<file path="src/rtl/gpio_bank_pkg.sv">
package gpio_bank_pkg;
  typedef enum logic [2:0] {
    REG_IN   = 3'd0,
    REG_POL  = 3'd1,
    REG_EN   = 3'd2,
    REG_PSEL = 3'd3,
    REG_DIR  = 3'd4,
    REG_OUT  = 3'd5,
    REG_MASK = 3'd6,
    REG_STAT = 3'd7
  } reg_addr_e;

  localparam int unsigned EN_W = 2;
endpackage

</file>
<file path="src/rtl/gpio_sync.sv">
module gpio_sync #(
  parameter int unsigned W      = 8,
  parameter int unsigned STAGES = 2
) (
  input  logic         clk_i,
  input  logic         rst_ni,
  input  logic [W-1:0] d_i,
  output logic [W-1:0] q_o
);
  logic [W-1:0] stg_q [STAGES];

  for (genvar s = 0; s < STAGES; s++) begin : g_stg
    always_ff @(posedge clk_i or negedge rst_ni) begin
      if (!rst_ni) stg_q[s] <= '0;
      else if (s == 0) stg_q[s] <= d_i;
      else stg_q[s] <= stg_q[(s == 0) ? 0 : s-1];
    end
  end

  assign q_o = stg_q[STAGES-1];
endmodule

</file>
<file path="src/rtl/gpio_regs.sv">
module gpio_regs
  import gpio_bank_pkg::*;
#(
  parameter int unsigned W = 8
) (
  input  logic            clk_i,
  input  logic            rst_ni,
  input  logic            wr_en_i,
  input  logic [2:0]      addr_i,
  input  logic [W-1:0]    wdata_i,
  output logic [W-1:0]    pol_o,
  output logic [EN_W-1:0] en_o,
  output logic [W-1:0]    psel_o,
  output logic [W-1:0]    dir_o,
  output logic [W-1:0]    out_o,
  output logic [W-1:0]    mask_o
);
  always_ff @(posedge clk_i or negedge rst_ni) begin
    if (!rst_ni) begin
      pol_o  <= '0;
      en_o   <= '0;
      psel_o <= '1;
      dir_o  <= '1;
      out_o  <= '0;
      mask_o <= '1;
    end else if (wr_en_i) begin
      unique case (reg_addr_e'(addr_i))
        REG_POL:  pol_o  <= wdata_i;
        REG_EN:   en_o   <= wdata_i[EN_W-1:0];
        REG_PSEL: psel_o <= wdata_i;
        REG_DIR:  dir_o  <= wdata_i;
        REG_OUT:  out_o  <= wdata_i;
        REG_MASK: mask_o <= wdata_i;
        default: ;  // input and status are read-only
      endcase
    end
  end
endmodule

</file>
<file path="src/rtl/gpio_irq.sv">
module gpio_irq #(
  parameter int unsigned W = 8
) (
  input  logic         clk_i,
  input  logic         rst_ni,
  input  logic         snap_en_i,
  input  logic [W-1:0] lvl_i,
  input  logic [W-1:0] dir_i,
  input  logic [W-1:0] mask_i,
  output logic [W-1:0] snap_o,
  output logic [W-1:0] stat_o,
  output logic         int_no
);
  always_ff @(posedge clk_i or negedge rst_ni) begin
    if (!rst_ni)        snap_o <= '0;
    else if (snap_en_i) snap_o <= lvl_i;
  end

  // change vs. last-read image, inputs only, unmasked only
  assign stat_o = (lvl_i ^ snap_o) & dir_i & ~mask_i;
  assign int_no = ~|stat_o;
endmodule

</file>
<file path="src/rtl/gpio_bank.sv">
module gpio_bank
  import gpio_bank_pkg::*;
#(
  parameter int unsigned NPIN        = 8,
  parameter int unsigned SYNC_STAGES = 2,
  localparam int unsigned AW = 3
) (
  input  logic            clk_i,
  input  logic            rst_ni,
  input  logic            wr_en_i,
  input  logic            rd_en_i,
  input  logic [AW-1:0]   addr_i,
  input  logic [NPIN-1:0] wdata_i,
  output logic [NPIN-1:0] rdata_o,
  input  logic [NPIN-1:0] pin_i,
  output logic [NPIN-1:0] pin_oe_o,
  output logic [NPIN-1:0] pin_out_o,
  output logic            hold_en_o,
  output logic [NPIN-1:0] pull_en_o,
  output logic [NPIN-1:0] pull_up_o,
  output logic            int_no
);
  logic [NPIN-1:0] sync_q, pol_q, psel_q, dir_q, out_q, mask_q, snap_q, stat;
  logic [EN_W-1:0] en_q;
  logic            snap_en;

  gpio_sync #(.W(NPIN), .STAGES(SYNC_STAGES)) u_sync (
    .clk_i, .rst_ni, .d_i(pin_i), .q_o(sync_q)
  );

  gpio_regs #(.W(NPIN)) u_regs (
    .clk_i, .rst_ni, .wr_en_i, .addr_i, .wdata_i,
    .pol_o(pol_q), .en_o(en_q), .psel_o(psel_q),
    .dir_o(dir_q), .out_o(out_q), .mask_o(mask_q)
  );

  assign snap_en = rd_en_i && (reg_addr_e'(addr_i) == REG_IN);

  gpio_irq #(.W(NPIN)) u_irq (
    .clk_i, .rst_ni, .snap_en_i(snap_en), .lvl_i(sync_q),
    .dir_i(dir_q), .mask_i(mask_q), .snap_o(snap_q),
    .stat_o(stat), .int_no
  );

  always_comb begin
    rdata_o = '0;
    unique case (reg_addr_e'(addr_i))
      REG_IN:   rdata_o = sync_q ^ pol_q;
      REG_POL:  rdata_o = pol_q;
      REG_EN:   rdata_o[EN_W-1:0] = en_q;
      REG_PSEL: rdata_o = psel_q;
      REG_DIR:  rdata_o = dir_q;
      REG_OUT:  rdata_o = out_q;
      REG_MASK: rdata_o = mask_q;
      REG_STAT: rdata_o = stat;
      default:  rdata_o = '0;
    endcase
  end

  assign pin_oe_o  = ~dir_q;
  assign pin_out_o = out_q;
  assign hold_en_o = en_q[0];
  assign pull_en_o = {NPIN{en_q[1] & ~en_q[0]}};
  assign pull_up_o = psel_q;
endmodule

</file>
<file path="config.mk">
export PLATFORM = sky130hd
export DESIGN_NAME = gpio_bank
export DESIGN_NICKNAME = d
export VERILOG_FILES = /design/src/rtl/gpio_bank_pkg.sv /design/src/rtl/gpio_sync.sv /design/src/rtl/gpio_regs.sv /design/src/rtl/gpio_irq.sv /design/src/rtl/gpio_bank.sv
export SDC_FILE = /design/constraint.sdc
export NUM_CORES = 1
export LEC_CHECK = 0
export ABC_AREA = 0
export BUFFER_PORTS_ARGS = -buffer_cell sky130_fd_sc_hd__buf_2
export CAP_MARGIN = 20
export CORE_MARGIN = 2
export CORE_UTILIZATION = 41
export DETAILED_ROUTE_END_ITERATION = 6
export SETUP_SLACK_MARGIN = 0.2
export SLEW_MARGIN = 20
export SYNTH_ARGS = -nofsm -noshare
export SYNTH_HDL_FRONTEND = slang
export SYNTH_SLANG_ARGS = --single-unit
</file>
<file path="constraint.sdc">
create_clock -name clk_i -period 2.65 [get_ports clk_i]
set_input_delay 0.3975 -clock clk_i [delete_from_list [all_inputs] [get_ports clk_i]]
set_output_delay 0.3975 -clock clk_i [all_outputs]
set_load 0.005 [all_outputs]
</file>
Word-level counts from Yosys, hierarchy flattened --
Index checks and enable logic that the tools add are counted.
Word-level totals: register bits 66, latch bits 0, bits in writable memories 0, ROM bits 0, input port bits 23, output and inout bits 42, word-level logic and storage cells 36, memories 0
Operators by class: add/sub/neg operators 0, multipliers 0, div/mod/pow operators 0, magnitude comparators 0, equal/unequal tests 7, shifts and indexed selects 0, muxes and demuxes 2, bitwise operators 8, reductions and logical operators 10
Operators with widths (count):
- $pmux 6 s7 | 1
- $and 8x8->8 | 2
- $not 8->8 | 2
- $pmux 2 s8 | 1
- $xor 8x8->8 | 2
- $eq 3x3->1 const B | 4
- $reduce_and 2->1 | 6
- $reduce_or 8->1 | 1
- $eq 3x2->1 const B | 2
- $eq 3x1->1 const B | 1
- $logic_not 3->1 | 1
- $and 1x1->1 | 1
- $logic_and 1x1->1 | 1
- $logic_not 1->1 | 1
- $not 1->1 | 1

Logic depth before layout (Yosys ltp) --
Gate-level depths: netlist of the first run.
word-level depth 5, gate-level depth with buffers 6, mapped depth without buffers 4

Hierarchy --
From an unflattened synthesis of the first run, not the netlist that was laid out.
Second synthesis, totals: cells, all modules 243, area, all modules 3355.7 um2
By module, submodules not included:
- gpio_regs | times used 1, cells an instance 93, area each 1724.2 um2, seq. area each 1081.0 um2
- gpio_bank | times used 1, cells an instance 80, area each 681.9 um2, seq. area each 0.0 um2
- gpio_irq | times used 1, cells an instance 46, area each 489.2 um2, seq. area each 200.2 um2
- gpio_sync | times used 1, cells an instance 24, area each 460.4 um2, seq. area each 400.4 um2

Least setup slack after synthesis of the first run --
OpenSTA, ideal clock, no wires.
kind input -> output, start point in addr_i[2], end point out rdata_o[6], data arrival time 1.278 ns, required time 2.253 ns, setup slack 0.974 ns, stages on the path 5, path buffers 2, cell sequence buf_2 buf_4 and2_1 a221oi_1 mux2i_1
Between the ends: longest elaborated chain between the ends 2, elaborated cells between the ends (all ways) 8, those cells by class 6 x eq/ne; 1 x mux; 1 x reduce/logical
Ends and longest elaborated chain:
- start: declaration | line gpio_bank.sv:12 | input logic [AW-1:0] addr_i,
- $eq 3x3->1 (tied with other cells) | line gpio_bank.sv:47 | unique case (reg_addr_e'(addr_i))
- $pmux 6 s7 (*) | line gpio_bank.sv:47
- end: declaration | line gpio_bank.sv:14 | output logic [NPIN-1:0] rdata_o,
Every way passes the cells marked *; elsewhere a longest branch is shown, timed or not.

Worst setup path in the final report of the first run --
start point in addr_i[0], end point out rdata_o[4]
Same word-level chain as after synthesis.

==> results.yml, run 1 <==
floorplanning:
  placeableCoreArea_um2: 7650
  std_cell_rows: 32
  dieArea_um2: 8520
  io_pins: 65
  floorplan.die.height_um: 92.3
  floorplan.initialDensity_pct: 41.8
  fp.dieW_um: 92.3
drt:
  detailed_route_wire_length_per_cell_um: 16.4
  via_per_inst: 5.20
  drtAntennaViolNets: 0
  detailedRoute.firstPassIterationCount: 4
  detail_route.iter0.violations: 156
  via_count: 2238
  post-route-drc-count: 0
  route.final.wire_length_um: 7040
setup_path:
  start_kind: "primary input"
  worst_setup_path_end_kind: "primary output"
  critical_path.slowest_cell: "buf_2"
  reg2reg_slack_ps: 1790
  path_delay_family: "buffers and inverters"
  critical_path_arrival_ps: 1840
  ordered_list_of_cells_on_the_worst_path: "buf_2 -> nor2b_1 -> o2bb2ai_1 -> o21ai_1 -> o21ai_1 -> buf_2"
  crit_path_max_incr_delay_ps: 500
  crit_type: "in -> out"
  critPathBufInv: 2
  cp_max_fo: 31
  data_required_time_of_the_critical_path_ps: 2250
job:
  max-cap-violations: 0
sta:
  drv_slew: 0
  tightest_slew_ps: 819
  fmax_mhz: 447
  timing.final.hold_violations: 0
  skew_ps: 2.46
  finalCritPeriodShare_pct: 84.5
  rsz0062_at_grt: "no"
  setup_violations: 0
  final_tns_setup_ps: 0
  period_needed_ps: 2240
  relSlewSlack_pct: 45.4
synth:
  synth_area_leaders: "dfrtp_1, dfstp_2, mux2_1"
  synth_flop_cell: "dfrtp_1"
  synth_async_sr_flop_share_pct: 100
  netlist.area_leader.share_pct: 32.9
  synth_top_cells_by_count: "mux2_1, dfrtp_1, dfstp_2, nand2_1, buf_4"
  syn_inst: 264
  mappedNetlistNets: 287
  synth-edff-count: 0
  synth.yosys.seq_area_share_pct: 52.6
  avgSynthCellArea_um2: 12.1
  syn-cell-area_um2: 3200
  ys_seq_elements: 66
  yosysMostFrequentCell: "mux2_1"
  yosysUniqueCellTypes: 44
  synth.largest_area_cell: "dfrtp_1"
  number_of_synthesis_warnings: 0
cells_and_area:
  finish.cell_count_without_fillers: 430
  layout.filler_cells: 737
  final_layout_size_suffix_gt1_share_pct: 34.8
  finalNetCount: 346
  flow.area_growth_from_synthesis_pct: 16.0
  diodes: 0
  multiInputGateArea_um2: 1340
  regArea_um2: 1680
clock_tree:
  cts.htree.levels: 3
  cts_root_buf: "clkbuf_8"
  maximum_count_of_clock_buffers_along_a_single_path: 2
  worstSkewPairLatency_ps: 340
  hold_bufs_inserted_after_cts: 0
  cts.repair_timing.setup_buffer_count: 0
  cts_buffers: 9
  cts.clk_slew.worst_paths_ps: 70
  tritoncts_num_sinks: 66
  cts_tree: "done"
power:
  power.density_cell_area_nw_per_um2: 734
  leakagePower_uw: 0.00166
  vdd_drop_max_mv: 0.416
global_route:
  grt_pass1_vias: 2220
  grt_pass1_wl_um: 11800
  overflow: 0
  grt_antenna_before_repair: 0
  grt_max_degree: 67
  gr-usage-all-layers_pct: 18.3
outcome:
  run_status: "complete, no violations"
place:
  gp_routability_congestion: 0.730
  detailedPlacementHpwl_um: 4850
  placement.io_buffers: 64
  dp_cells: 414
worst_hold_path:
  min-delay-path-class: "in -> reg"
## cells in the final DEF (no fill, tap or decap), types with 5 or more instances in the layout
cell type and n:
a21oi_1 10, buf_2 64, clkbuf_8 10, clkinv_2 5, dfrtp_1 42, dfstp_2 24, inv_1 9, mux2_1 45
mux2i_1 10, nand2_1 20, nor2_1 7, nor3_1 5, o21ai_0 11, o21ai_1 9, xnor2_1 7
## per-layer routing
metal	global-route usage (%)	routed length, um	up-vias
met4	4.98	80	0
met2	26.9	3240	67
met5	0	0	-
met3	6.02	435	9
met1	26.0	3280	1105
li1	-	-	1057
## cells by family (layout without fill, tap and decap cells)
group	Yosys count	after routing	share of synthesized area (%)
DFF	66	66	52.6
AOI/OAI and AO/OA	46	46	8.89
buffers and inverters	30	94	5.40
muxes	56	56	19.7
xor gates and xnor gates	11	11	3.01
and+or+nand+nor	55	55	10.4
## flip-flops by register name, summed over array words and instances, names as in the netlist
| register | cells |
|---|---|
| u_irq.snap_o | 8 |
| u_regs.dir_o | 8 |
| u_regs.en_o | 2 |
| u_regs.mask_o | 8 |
| u_regs.out_o | 8 |
| u_regs.pol_o | 8 |
| u_regs.psel_o | 8 |
| u_sync.q_o | 8 |
| u_sync.stg_q | 8 |
## final cells by class
cell class / count / share of cell area [%]
Timing Repair Buffer: 68 / 9.44
Inverter: 10 / 1.01
Tap cell: 102 / 3.44
Clock buffer: 10 / 3.71
Clock inverter: 6 / 0.877
Sequential cell: 66 / 45.3
Multi-Input combinational cell: 168 / 36.2
## power by group
group | switching [uW] | internal (uW) | leakage (uW)
Clock | 387 | 356 | 0.0000916
Combinational | 294 | 304 | 0.000817
Sequential | 135 | 1250 | 0.000750
## timing repair
item,4_1_cts,5_1_grt
endpoints found under the setup margin,0,1
resized for setup,0,0
endpoints found under the hold margin,0,0
## final timing paths
| check | cells past startpoint | startpoint | end |
|---|---|---|---|
| setup / recovery | 6 | addr_i[0] | rdata_o[4] |
| max in group asynchronous | 2 | rst_ni | u_regs.out_o[1]$_DFFE_PN0P_ |
| hold / removal | 1 | pin_i[5] | u_sync.stg_q[13]$_DFF_PN0_ |
| min in group asynchronous | 2 | rst_ni | u_sync.stg_q[11]$_DFF_PN0_ |
| hold reg to reg | 0 | u_sync.stg_q[11]$_DFF_PN0_ | u_sync.q_o[3]$_DFF_PN0_ |
| setup reg to reg | 2 | u_regs.dir_o[5]$_DFFE_PN1P_ | u_regs.dir_o[5]$_DFFE_PN1P_ |
## metrics by stage
| step | area, um2 | util [%] | power, uW | hold WS [ps] | setup WS (ps) |
|---|---|---|---|---|---|
| 5_1_grt | 3710 | 48.5 | 2900 | 123 | 230 |
| 3_3_place_gp | 3540 | 46.3 | 1990 | 332 | 428 |
| 3_5_place_dp | 3540 | 46.3 | 2010 | 335 | 412 |
| 6_report | 3710 | 48.5 | 2720 | 151 | 411 |
| 2_1_floorplan | 3200 | - | 1760 | 102 | 974 |
| 4_1_cts | 3710 | 48.5 | 2760 | 132 | 332 |
## worst reg2reg max path: stages (launching register included)
cell,delay [ps]
dfstp_2,530
inv_1,60
o21ai_0,190
No activity file was read; power rests on OpenSTA's default activity.
==> run 2, diff against run 1 <==
ABC_AREA = 1   (was 0)
clock period = 2.1 ns   (was 2.65 ns; I/O delays follow)
==> run 2 against run 1 <==
Count of clock-buffer cells in the layout is the same. Hold slack lost 76 ps. Cell count grew 33%. Power grew 41%. Critical path depth grew 1. Clock skew grew 1.4 ps. Combinational power grew 33%. Routed wire length grew 15%. Global-route usage grew 1.2 points. Largest power group unchanged.
==> results.yml, run 2 <==
synth:
  mappedNetlistNets: 421
  synth-compound-area-share_pct: 9.74
  synth_async_sr_flop_share_pct: 100
  yosysMostFrequentCell: "nand2_1"
  avgSynthCellArea_um2: 8.39
  yosys.area_share.simple_pct: 27.7
  arithmetic_cell_share_of_the_synthesized_area_counting_full_adders_half_adders_and_majority_gates_pct: 0
  syn_inst: 398
  synth-xor-area-share_pct: 1.84
  yosysUniqueCellTypes: 23
  muxShareOfSynthArea_pct: 0
  synth_flop_cell: "dfrtp_1"
  synth.largest_area_cell: "dfrtp_1"
  synth.yosys.seq_area_share_pct: 50.4
  main_combinational_cell_family_by_area_after_synthesis: "simple AND/OR/NAND/NOR gates"
  syn-cell-area_um2: 3340
  synth_top_cells_by_count: "nand2_1, dfrtp_1, inv_1, nor2_1, nand3_1"
  number_of_synthesis_warnings: 0
  ys_seq_elements: 66
  synth-edff-count: 0
  synth_area_leaders: "dfrtp_1, dfstp_2, nand2_1"
  netlist.area_leader.share_pct: 31.5
power:
  leakagePower_uw: 0.00207
  total_power_of_the_final_layout_uw: 3830
  power.density_cell_area_nw_per_um2: 948
  vdd_drop_max_mv: 0.494
cells_and_area:
  flow.area_growth_from_synthesis_pct: 20.9
  most-common-layout-cells: "nand2_1, buf_2, dfrtp_1"
  leading_cell_type_in_the_layout_fill_and_taps_excluded: "nand2_1"
  final_layout_size_suffix_gt1_share_pct: 36.3
  diodes: 0
  finalNetCount: 489
  multiInputGateArea_um2: 1380
  layout.filler_cells: 773
  regArea_um2: 1680
floorplanning:
  fp.dieW_um: 94.3
  placeableCoreArea_um2: 7810
  floorplan.die.height_um: 94.3
  io_pins: 65
  std_cell_rows: 32
  floorplan.initialDensity_pct: 42.8
  dieArea_um2: 8880
setup_path:
  critical_path.slowest_cell: "dfstp_2"
  crit_type: "reg -> out"
  start_kind: "register"
  critical_path_arrival_ps: 1550
  path_delay_family: "flip-flops"
  crit_path_max_incr_delay_ps: 560
  cp_max_fo: 3
  critical-path-top-cell-by-count: "nor2_2"
  critPathBufInv: 2
  data_required_time_of_the_critical_path_ps: 1780
  ordered_list_of_cells_on_the_worst_path: "inv_2 -> nor2_2 -> nand3_2 -> nor2_2 -> nor2_1 -> nand3_1 -> buf_2"
  worst_setup_path_end_kind: "primary output"
clock_tree:
  cts_root_buf: "clkbuf_8"
  cts.clk_slew.worst_paths_ps: 70
  tritoncts_num_sinks: 66
  maximum_count_of_clock_buffers_along_a_single_path: 2
  cts_tree: "done"
  worstSkewPairLatency_ps: 340
  cts_buffers: 9
  cts.htree.levels: 3
sta:
  timing.final.hold_violations: 0
  skew_ps: 3.89
  rsz0062_at_grt: "yes"
  fmax_mhz: 535
  relSlewSlack_pct: 69.0
  whs_ps: 75.3
  period_needed_ps: 1870
  final_tns_setup_ps: 0
  finalCritPeriodShare_pct: 89.0
  drv_slew: 0
  tightest_slew_ps: 465
  setup_violations: 0
drt:
  via_count: 2745
  via_per_inst: 4.79
  post-route-drc-count: 0
  detailed_route_wire_length_per_cell_um: 14.1
  detail_route.iter0.violations: 141
  detailedRoute.firstPassIterationCount: 4
  drtAntennaViolNets: 0
  route.final.wire_length_um: 8080
global_route:
  grt_pass1_wl_um: 13100
  grt_max_degree: 49
  gr-usage-all-layers_pct: 19.4
  grt_antenna_before_repair: 0
  grt_pass1_vias: 2627
  overflow: 0
place:
  detailedPlacementHpwl_um: 5890
  placement.io_buffers: 64
  gp_routability_congestion: 0.914
worst_hold_path:
  min-delay-path-class: "in -> reg"
job:
  max-cap-violations: 0
outcome:
  run_status: "complete, no violations"
==> run 2: logic make-up (layout without fill, tap and decap cells) <==
kind of cell / Yosys count / after routing
buffers and inverters: 63 / 136
DFF: 66 / 66
and+or+nand+nor: 209 / 209
xor gates and xnor gates: 7 / 7
AOI/OAI and AO/OA: 53 / 53
==> run 2: layout make-up <==
type                            count  share of cell area, %
Timing Repair Buffer               75                   10.4
Multi-Input combinational cell    269                   34.3
Inverter                           45                   4.31
Clock inverter                      6                   2.82
Clock buffer                       10                   3.41
Sequential cell                    66                   41.6
Tap cell                          102                   3.16
==> run 2: metal layers <==
metal | global-route usage [%] | vias up | wire length, um
li1 | - | 1381 | -
met1 | 25.3 | 1270 | 3540
met2 | 31.9 | 84 | 3920
met3 | 5.38 | 10 | 503
met4 | 5.19 | 0 | 114
met5 | 0 | - | 0
==> run 2: final timing paths <==
| path | slack [ps] | cells after the start | endpoint | startpoint |
|---|---|---|---|---|
| setup / recovery | 230 | 7 | rdata_o[6] | u_regs.dir_o[6]$_DFFE_PN1P_ |
| hold / removal | 80 | 1 | u_sync.stg_q[13]$_DFF_PN0_ | pin_i[5] |
| setup reg to reg | 1230 | 3 | u_regs.dir_o[1]$_DFFE_PN1P_ | u_regs.dir_o[1]$_DFFE_PN1P_ |
| hold reg to reg | 350 | 0 | u_sync.q_o[4]$_DFF_PN0_ | u_sync.stg_q[12]$_DFF_PN0_ |
| max in group asynchronous | 970 | 3 | u_regs.dir_o[7]$_DFFE_PN1P_ | rst_ni |
| min in group asynchronous | 460 | 2 | u_irq.snap_o[1]$_DFFE_PN0P_ | rst_ni |
==> run 2: timing repair <==
| item | in CTS | in global routing |
|---|---|---|
| setup buffers | 0 | 8 |
| pin swaps | 1 | 16 |
| endpoints found under the hold margin | 11 | 0 |
| hold buffers | 1 | 0 |
| gates resized for setup | 3 | 22 |
| setup endpoints to repair | 4 | 9 |
==> run 2: report_power, final <==
group          switching, uW  total, uW  internal (uW)
clock network            498       1320            822
logic                    439        794            355
registers                179       1710           1530
total                   1120       3830           2710
==> run 2: through the flow <==
| step | instance area [um2] | std cells | utilization (%) | worst slack [ps] |
|---|---|---|---|---|
| 2_1_floorplan | 3340 | 398 | - | 734 |
| 4_1_cts | 3910 | 565 | 50.1 | 212 |
| 6_report | 4040 | 573 | 51.7 | 232 |
| 3_5_place_dp | 3640 | 548 | 46.7 | 295 |
| 5_1_grt | 4040 | 573 | 51.7 | 151 |
| 3_3_place_gp | 3640 | 548 | 46.7 | 311 |
==> run 3, diff against run 2 <==
RECOVER_POWER = 100   (was unset)
==> run 3 against run 2 <==
Hold slack got worse by 2.8 ps. Count of clock-buffer cells in the layout stayed put. Sequential cell count unchanged. Combinational power down 7.4%. Non-clock buffer count did not move. Cell area is 3.3% lower. Highest routed layer unchanged. Core utilization decreased by 1.7 points. Die area is the same. Routed wire length up 0.62%. Register-to-register slack worse by 60 ps. Critical path depth is the same. Global-route usage unchanged.
==> results.yml, run 3 (same netlist as run 2, synthesis figures left out) <==
setup_path:
  worst_setup_path_end_kind: "primary output"
  reg2reg_slack_ps: 1170
  cp_max_fo: 3
  start_kind: "register"
  critical_path_arrival_ps: 1610
  critical_path.reg2reg.startpoint: "u_regs.dir_o[3]$_DFFE_PN1P_"
  crit_type: "reg -> out"
  rr_worst_depth: 3
  data_required_time_of_the_critical_path_ps: 1780
  regToRegEndpoint: "u_regs.dir_o[3]$_DFFE_PN1P_"
power:
  power.sequential.fraction_pct: 45.2
  switchingPower_uw: 1090
  pwr-share-clk_pct: 35.2
  leakagePower_uw: 0.00197
  internal_power_uw: 2660
  comb_power_share_pct: 19.6
  power.density_cell_area_nw_per_um2: 961
  total_power_of_the_final_layout_uw: 3750
  vdd_drop_max_mv: 0.488
  switching_part_of_the_total_pct: 29.1
drt:
  via_per_inst: 4.84
  post-route-drc-count: 0
  detailed_route_wire_length_per_cell_um: 14.2
  drtAntennaViolNets: 0
  detailedRoute.firstPassIterationCount: 4
  detail_route.iter0.violations: 176
  route.final.wire_length_um: 8130
  via_count: 2775
cells_and_area:
  leading_cell_type_in_the_layout_fill_and_taps_excluded: "nand2_1"
  regArea_um2: 1680
  layout.filler_cells: 817
  most-common-layout-cells: "nand2_1, buf_2, dfrtp_1"
  finalNetCount: 489
  diodes: 0
  multiInputGateArea_um2: 1270
  final_layout_size_suffix_gt1_share_pct: 23.8
  flow.area_growth_from_synthesis_pct: 16.9
floorplanning:
  floorplan.initialDensity_pct: 42.8
  floorplan.die.height_um: 94.3
  fp.dieW_um: 94.3
  std_cell_rows: 32
  io_pins: 65
  dieArea_um2: 8880
  placeableCoreArea_um2: 7810
sta:
  whs_ps: 72.5
  setup_violations: 0
  tightest_slew_ps: 1110
  drv_slew: 0
  finalCritPeriodShare_pct: 91.8
  timing.final.hold_violations: 0
  period_needed_ps: 1930
  fmax_mhz: 519
  setup_ws_ps: 173
  final_tns_setup_ps: 0
  rsz0062_at_grt: "yes"
  skew_ps: 4.99
  relSlewSlack_pct: 26.0
global_route:
  overflow: 0
  gr-usage-all-layers_pct: 19.4
  grt_antenna_before_repair: 0
  grt_pass1_vias: 2627
  grt_max_degree: 49
  grt_pass1_wl_um: 13100
clock_tree:
  tritoncts_num_sinks: 66
  worstSkewPairLatency_ps: 340
  cts_root_buf: "clkbuf_8"
  cts_tree: "done"
  cts_buffers: 9
  cts.htree.levels: 3
  maximum_count_of_clock_buffers_along_a_single_path: 2
  cts.clk_slew.worst_paths_ps: 70
outcome:
  run_status: "complete, no violations"
worst_hold_path:
  hold_start: "pin_i[5]"
  timing.hold.worst_path_depth: 1
  min-delay-path-class: "in -> reg"
  min_to: "u_sync.stg_q[13]$_DFF_PN0_"
job:
  max-cap-violations: 0
place:
  pre_cts_slack_ps: 295
  detailedPlacementHpwl_um: 5890
  gp_routability_congestion: 0.914
  placement.io_buffers: 64
==> run 3: how the worst max path moves through the flow <==
| stage | start | to |
|---|---|---|
| 2_1_floorplan | addr_i[0] | rdata_o[3] |
| 3_3_place_gp | addr_i[0] | rdata_o[2] |
| 3_5_place_dp | addr_i[2] | rdata_o[2] |
| 4_1_cts | u_regs.dir_o[2]$_DFFE_PN1P_ | rdata_o[2] |
| 5_1_grt | u_regs.dir_o[1]$_DFFE_PN1P_ | rdata_o[1] |
| 6_report | u_regs.dir_o[1]$_DFFE_PN1P_ | rdata_o[1] |
==> run 3: power by group through the flow <==
stage	Combinational, uW	Sequential, uW	Clock, uW
floorplan	470	1680	0
global placement	706	1730	0
detailed placement	720	1730	0
CTS	729	1710	1360
global route	848	1720	1420
finish	735	1690	1320
==> run 3: worst max-delay path, stage by stage, from the launching register on <==
cell and delay [ps]:
dfstp_1 570, inv_2 50, nor2_1 140, nand3_1 140
nor2_1 140, nor2_1 60, nand3_1 60, buf_2 110
==> run 3: final cells by class <==
class                      instances  share of cell area (%)
tap                              102                    3.27
sequential                        66                    43.1
multi-input combinational        269                    32.6
clock inverter                     6                    2.92
inverter                          45                    4.46
clock buffer                      10                    3.53
timing repair buffer              75                    10.2
==> run 3: stage by stage <==
step           cell area (um2)  std cells  utilization (%)
3_3_place_gp              3640        548             46.7
4_1_cts                   3910        565             50.1
2_1_floorplan             3340        398                -
3_5_place_dp              3640        548             46.7
5_1_grt                   3900        573             50.0
6_report                  3900        573             50.0
==> run 3: routing by layer <==
layer / track usage, % / part of all wire [%] / vias up
met1: 25.3 / 44 / 1300
met4: 5.19 / 1.5 / 0
met3: 5.38 / 6.4 / 11
met2: 31.9 / 48 / 88
li1: - / - / 1376
met5: 0 / 0 / -
==> run 3: what timing repair did <==
action | 4_1_cts | 5_1_grt
pin swaps | 1 | 16
gates resized for setup | 3 | 22
hold buffers | 1 | 0
buffers inserted | 0 | 8
setup endpoints to repair | 4 | 9
hold endpoints to repair | 11 | 0
